$ cat src/rtl/lin_mode_pkg.sv
package lin_mode_pkg;
  typedef enum logic [1:0] {
    MODE_SLEEP   = 2'd0,
    MODE_STANDBY = 2'd1,
    MODE_NORMAL  = 2'd2,
    MODE_LOW     = 2'd3
  } mode_e;

  localparam int NUM_MODES = 4;
endpackage

$ cat src/rtl/lin_rst_sync.sv
module lin_rst_sync (
  input  logic clk,
  input  logic arst_n,
  output logic srst_n
);
  logic [1:0] sync_q;

  always_ff @(posedge clk or negedge arst_n) begin
    if (!arst_n) sync_q <= 2'b00;
    else         sync_q <= {sync_q[0], 1'b1};
  end

  assign srst_n = sync_q[1];
endmodule

$ cat src/rtl/lin_mode_timer.sv
module lin_mode_timer #(
  parameter int CNT_W = 2
) (
  input  logic clk,
  input  logic rst_n,
  input  logic req,
  output logic fire
);
  logic [CNT_W-1:0] cnt_q, cnt_d;
  logic             cnt_full;

  assign cnt_full = (cnt_q == {CNT_W{1'b1}});
  // overflow is gated by the live request: the flop only fires if it still stands
  assign fire = req & cnt_full;

  always_comb begin
    if (req) cnt_d = cnt_q + 1'b1;
    else     cnt_d = '0;
  end

  always_ff @(posedge clk or negedge rst_n) begin
    if (!rst_n) cnt_q <= '0;
    else        cnt_q <= cnt_d;
  end
endmodule

$ cat src/rtl/lin_trim_therm.sv
module lin_trim_therm #(
  parameter int TRIM_W = 4,
  parameter int CELLS  = (1 << TRIM_W) - 1
) (
  input  logic [TRIM_W-1:0] code,
  input  logic              enable,
  output logic [CELLS-1:0]  sel
);
  for (genvar i = 0; i < CELLS; i++) begin : g_cell
    assign sel[i] = enable & ({1'b0, code} > (TRIM_W+1)'(i));
  end
endmodule

$ cat src/rtl/lin_mode_ctrl.sv
module lin_mode_ctrl
  import lin_mode_pkg::*;
#(
  parameter int WAKE_CNT_W = 4,
  parameter int STEP_CNT_W = 2,
  parameter int TRIM_W     = 4,
  localparam int CELLS     = (1 << TRIM_W) - 1
) (
  input  logic              clk,
  input  logic              rst_n,
  input  logic              wake_req,
  input  logic              norm_req,
  input  logic              low_req,
  input  logic              sleep_req,
  input  logic [TRIM_W-1:0] trim,
  output logic [1:0]        mode_o,
  output logic              norm_slope_en,
  output logic              low_slope_en,
  output logic              tx_path_en,
  output logic [CELLS-1:0]  cell_sel
);
  logic                 srst_n;
  mode_e                mode_q, mode_d;
  mode_e                tgt;
  logic                 tgt_vld;
  logic [NUM_MODES-1:0] req_vec;
  logic [NUM_MODES-1:0] fire_vec;
  logic                 slope_on;

  lin_rst_sync u_rst_sync (
    .clk    (clk),
    .arst_n (rst_n),
    .srst_n (srst_n)
  );

  // arbitration: sleep lockout, then sleep > low > normal
  always_comb begin
    tgt     = MODE_SLEEP;
    tgt_vld = 1'b0;
    if (mode_q == MODE_SLEEP) begin
      tgt     = MODE_STANDBY;
      tgt_vld = wake_req;
    end else if (sleep_req) begin
      tgt     = MODE_SLEEP;
      tgt_vld = 1'b1;
    end else if (low_req) begin
      tgt     = MODE_LOW;
      tgt_vld = 1'b1;
    end else if (norm_req) begin
      tgt     = MODE_NORMAL;
      tgt_vld = 1'b1;
    end
    if (tgt == mode_q) tgt_vld = 1'b0;
    req_vec = '0;
    if (tgt_vld) req_vec[tgt] = 1'b1;
  end

  for (genvar g = 0; g < NUM_MODES; g++) begin : g_timer
    localparam int W = (g == int'(MODE_STANDBY)) ? WAKE_CNT_W : STEP_CNT_W;
    lin_mode_timer #(.CNT_W(W)) u_timer (
      .clk   (clk),
      .rst_n (srst_n),
      .req   (req_vec[g]),
      .fire  (fire_vec[g])
    );
  end

  always_comb begin
    mode_d = mode_q;
    for (int k = 0; k < NUM_MODES; k++) begin
      if (fire_vec[k]) mode_d = mode_e'(2'(k));
    end
  end

  always_ff @(posedge clk or negedge srst_n) begin
    if (!srst_n)        mode_q <= MODE_SLEEP;
    else if (|fire_vec) mode_q <= mode_d;
  end

  assign slope_on      = (mode_q == MODE_NORMAL) | (mode_q == MODE_LOW);
  assign mode_o        = mode_q;
  assign norm_slope_en = (mode_q == MODE_NORMAL);
  assign low_slope_en  = (mode_q == MODE_LOW);
  assign tx_path_en    = slope_on;

  lin_trim_therm #(.TRIM_W(TRIM_W), .CELLS(CELLS)) u_therm (
    .code   (trim),
    .enable (slope_on),
    .sel    (cell_sel)
  );
endmodule

$ cat config.mk
export PLATFORM = sky130hd
export DESIGN_NAME = lin_mode_ctrl
export DESIGN_NICKNAME = d
export VERILOG_FILES = /design/src/rtl/lin_mode_pkg.sv /design/src/rtl/lin_rst_sync.sv /design/src/rtl/lin_mode_timer.sv /design/src/rtl/lin_trim_therm.sv /design/src/rtl/lin_mode_ctrl.sv
export SDC_FILE = /design/constraint.sdc
export NUM_CORES = 1
export LEC_CHECK = 0
export CORE_UTILIZATION = 53
export DETAILED_ROUTE_END_ITERATION = 7
export DONT_BUFFER_PORTS = 1
export PLACE_DENSITY = 0.71
export SLEW_MARGIN = 20
export SYNTH_ARGS = -nofsm -noshare
export SYNTH_HDL_FRONTEND = slang
export SYNTH_SLANG_ARGS = --single-unit
$ cat constraint.sdc
create_clock -name clk -period 0.95 [get_ports clk]
set_input_delay 0.19 -clock clk [delete_from_list [all_inputs] [get_ports clk]]
set_output_delay 0.19 -clock clk [all_outputs]
set_load 0.01 [all_outputs]
Word-level counts from Yosys, hierarchy flattened
Cells that the tools add are included.
{"block": "totals", "input_bits": 10, "wordCells": 79, "register_bits": 14, "output_inout_bits": 20}
{"block": "classes", "n_bitwise": 20, "n_reduce_logical": 5, "eq_ne": 7, "mux": 20, "n_lt_le_gt_ge": 17, "add_sub_neg": 4}
{"cell": "$gt 4x4->1 const B", "count": 7}
{"cell": "$mux 2", "count": 11}
{"cell": "$and 1x1->1", "count": 19}
{"cell": "$gt 4x3->1 const B", "count": 4}
{"cell": "$eq 2x2->1 const B", "count": 5}
{"cell": "$gt 4x1->1 const B", "count": 2}
{"cell": "$gt 4x2->1 const B", "count": 2}
{"cell": "$mux 4", "count": 2}
{"cell": "$add 2x1->2 const B", "count": 3}
{"cell": "$mux 1", "count": 6}
{"cell": "$add 4x1->4 const B", "count": 1}
{"cell": "$eq 4x4->1 const B", "count": 1}
{"cell": "$reduce_bool 4->1", "count": 1}
{"cell": "$reduce_or 4->1", "count": 1}
{"cell": "$lt 2x3->1 const B", "count": 1}
{"cell": "$demux 1 s2", "count": 1}
{"cell": "$eq 2x2->1", "count": 1}
{"cell": "$ge 2x1->1 const B", "count": 1}
{"cell": "$logic_not 2->1", "count": 1}
{"cell": "$reduce_and 2->1", "count": 1}
{"cell": "$logic_and 1x1->1", "count": 1}
{"cell": "$or 1x1->1", "count": 1}

Depth between registers and ports, before layout
{"block": "logic_depth", "depth_word": 14, "depth_mapped": 4}

By module
A second synthesis with hierarchy kept.
{"block": "unflattened", "cells_unflattened": 78, "area_unflattened_um2": 788.3}
{"module": "lin_mode_timer (g_timer[0].u_timer ...)", "seq_area_each_um2": 50.0, "n_inst": 3, "area_per_inst_um2": 88.8, "cells_each": 6}
{"module": "lin_mode_timer (g_timer[1].u_timer)", "seq_area_each_um2": 100.1, "n_inst": 1, "area_per_inst_um2": 175.2, "cells_each": 14}
{"module": "lin_mode_ctrl", "seq_area_each_um2": 50.0, "n_inst": 1, "area_per_inst_um2": 148.9, "cells_each": 16}
{"module": "lin_trim_therm", "seq_area_each_um2": 0.0, "n_inst": 1, "area_per_inst_um2": 143.9, "cells_each": 27}
{"module": "lin_rst_sync", "seq_area_each_um2": 50.0, "n_inst": 1, "area_per_inst_um2": 53.8, "cells_each": 3}

Least setup slack after synthesis
No wires, ideal clock.
{"block": "synth_path", "path_kind": "reg-to-output", "start": "reg mode_q[1], in the netlist mode_o[1]", "end": "out cell_sel[0]", "required_ns": 0.760, "path_stages_with_launch": 3, "slack_ns": -0.235, "arrival_ns": 0.995, "cell_sequence": "dfrtp_1 buf_2 a21boi_0"}
{"block": "synth_between", "elab_chain_len": 3, "elab_cells_between_ends": 4}
{"element": "from (decl)", "line": "lin_mode_ctrl.sv:23", "source": "mode_e mode_q, mode_d;"}
{"element": "from (signal assigned)", "line": "lin_mode_ctrl.sv:77", "source": "else if (|fire_vec) mode_q <= mode_d;"}
{"element": "$eq 2x2->1", "line": "lin_mode_ctrl.sv:80", "source": "assign slope_on = (mode_q == MODE_NORMAL) | (mode_q == MODE_LOW);"}
{"element": "$or 1x1->1 (*)", "line": "lin_mode_ctrl.sv:80"}
{"element": "$and 1x1->1 (*)", "line": "lin_trim_therm.sv:10", "source": "assign sel[i] = enable & ({1'b0, code} > (TRIM_W+1)'(i));"}
{"element": "to (decl)", "line": "lin_mode_ctrl.sv:20", "source": "output logic [CELLS-1:0] cell_sel"}
Mark *: on every way between the ends. The rest lies on a longest branch, timed or not.

Worst setup path in the final report
{"block": "layout_path", "start": "reg mode_q[1], in the netlist mode_o[1]", "end": "out cell_sel[14]"}
The elaborated chain is that of the path after synthesis.

==> metrics <==
status complete, but fails checks; failing checks setup timing; worst slew pin tran roughly 0.53 ns; Cells after Synth between 70 and 80; Slew headroom 64.7%; WL/cell 18.9 um; ys flop type dfrtp_1; Max stage delay cell, worst path dfrtp_2; Initial Util about three fifths; fin util between 80% and 90%; nets just over 100; Fillers between 50 and 60; PortBufs 0; adder-cell area share of the yosys netlist 6.87%; Worst Path Max Fanout 5; worst path bufs/invs 0; die span in y between 30 and 40 um; area of the core between 0.001 and 0.0015 mm2; first-pass GRT wire length between 2000 and 2500 um; max-slew violations 0; synthesized flop and latch total 14; Post-DRT Antenna Nets 0; MaxCap Viol Count 0; fin crit share 133%; Setup WS pre-CTS -0.132 ns; CP Capture Type output pin; Post-Syn Area per Cell slightly below 10 um2; total track usage between 20 and 30%; CTS Buf Count 3; Reg area 353 um2; Peak VDD IR 0.000871 V; final setup fails 32; hold crit path type input pin to register; H-tree depth 1; area occupied by multi-input gates between 500 and 600 um2; die area 0.00153 mm2; largest area contributor in the netlist dfrtp_1; clock buffer depth 2; Via density around 6.0; xor and xnor area share after synthesis 3.61%; Setup Crit Path Kind register to output pin; kind of cell adding the most delay to the critical path flip-flops; CP cell instances and3_4 > and3_4; DRT Wirelength 1910 um; Hold Path Depth 2; post-synth top area share 48.1%; Startpoint Class register; largest net degree at the start of global routing 13; Pleak just under 0.5 nW; most common cell in the synthesized netlist dfrtp_1; initial antenna violation count 0; sequential area share after synthesis about half; Power Density around 1000 mW/mm2; largest cells by area after synthesis dfrtp_1, ha_1, nor2_1, and2_1, and4bb_2; clock slew at reported path FFs 0.08 ns; n_diodes 0; Pwr Total 0.00101 W; Req. time, crit path ~0.76 ns; final worst slack -0.317 ns; num ports 30; R2R depth 5; Synth async-reset ratio between 90% and 100%; Worst path max stage delay ~0.41 ns; WP depth 2; syn nets 89; Vias about 600; final hold viol count 0; GPL Wtd Cong between 0.7 and 0.8; CTS root buffer clkbuf_4; count of cell types in the netlist 27; share of cells above drive strength 1 47.1%; RSZ-0062 raised after global routing true; Synth Area in Simple Gates slightly below 30%; Die W approximately 40 um; Synth Area in Compound Gates between 8 and 9%; number of synthesis warnings 0; maximum clock rate roughly 790 MHz; worst path arrival time ~1.1 ns; Skew-Pair Late Insertion Delay approximately 0.27 ns; CTS tree built; Core Rows 12; top cells by count, synth dfrtp_1, nor2_1, nand2_1; Mapped Area between 700 and 800 um2; initial drt markers 8; drt first pass iters 6; Min Clock Period, post-route around 1.3 ns; post-synthesis mux area share 0%; Layout Skew between 0.007 and 0.008 ns; Post-synth EDFFs 0; drt drc 0; Area Growth Syn to Fin 41.9%; DPL Wire Length ~1200 um; crit-path most repeated cell and3_4; largest family of logic cells by synthesized area simple AND/OR/NAND/NOR gates; total gr overflow 0; vias in the first global route approximately 540; total clock sinks 14
[cell type report]
| class | count | area share [%] |
|---|---|---|
| Multi-Input combinational cell | 55 | 50.5 |
| Sequential cell | 14 | 34.1 |
| Timing Repair Buffer | 11 | 10.0 |
| Clock buffer | 3 | 2.18 |
| Tap cell | 14 | 1.69 |
| Inverter | 4 | 1.45 |
[final timing paths]
path / startpoint / endpoint / slack, ns
max in group asynchronous: u_rst_sync.sync_q[1] / mode_o[1] / 0.40
max: mode_o[1] / cell_sel[14] / -0.32
min: sleep_req / g_timer[0].u_timer.cnt_q[0] / 0.02
min in group asynchronous: rst_n / u_rst_sync.sync_q[1] / 0.15
min reg2reg: u_rst_sync.sync_q[1] / g_timer[1].u_timer.cnt_q[2] / 0.20
max reg2reg: mode_o[1] / mode_o[1] / -0.25
[cell usage in the layout, fill, tap and decap left out, types with 2 or more instances in the layout]
cell,n
dfrtp_1,12
nor2_1,7
buf_6,5
buf_4,5
nor2_4,4
nand2_1,3
and2_4,3
inv_1,3
nand3_1,3
a21boi_4,3
ha_1,3
clkbuf_4,3
and4bb_2,2
nor2b_4,2
and3_4,2
o21a_1,2
dfrtp_2,2
[metrics by stage]
stage          cell area [um2]  setup TNS, ns  hold WS (ns)  cells
6_report                  1030          -7.23        0.0239    101
2_1_floorplan              785         -0.670        -0.106     75
3_5_place_dp               843         -0.744        -0.106     94
3_3_place_gp               843         -0.287        -0.106     94
5_1_grt                   1030          -8.61        0.0179    101
4_1_cts                    971          -6.44        0.0229    100
[flip-flops by register name, indices dropped and copies added (netlist names)]
signal and cells:
mode_o 2, g_timer.u_timer.cnt_q 10, u_rst_sync.sync_q 2
[logic make-up after synthesis]
family,count (synthesis)
flip-flops,14
AND/OR/NAND/NOR,38
other,1
adder cells (fa/ha/maj),4
buffers and inverters,6
AO/OA/AOI/OAI,9
XOR/XNOR,3
[layer usage]
metal	part of all wire [%]	up-vias	GRT usage (%)
met2	58	23	47.9
met5	0	-	0
li1	-	280	-
met1	37	298	27.5
met3	4.9	0	5.20
met4	0	0	7.76
[worst register-to-register path, cell delays in order (launching register included)]
cell,delay [ns]
dfrtp_2,0.44
buf_4,0.15
buf_6,0.12
xor2_4,0.17
nand4b_1,0.16
nand2_1,0.10
[power by group]
part | total, W | switching, W | internal, W
sequential | 0.000629 | 0.0000193 | 0.000610
clock | 0.000316 | 0.000169 | 0.000146
combinational | 0.0000610 | 0.0000356 | 0.0000253
total | 0.00101 | 0.000224 | 0.000782
[repair_timing]
action / 4_1_cts / 5_1_grt
resized for setup: 17 / 12
setup endpoints to repair: 31 / 32
setup buffers: 2 / 1
endpoints found under the hold margin: 2 / 0
pin swaps: 5 / 5
gates cloned: 0 / 0
hold buffers: 1 / 0
Power figures use the tool's default switching activity.
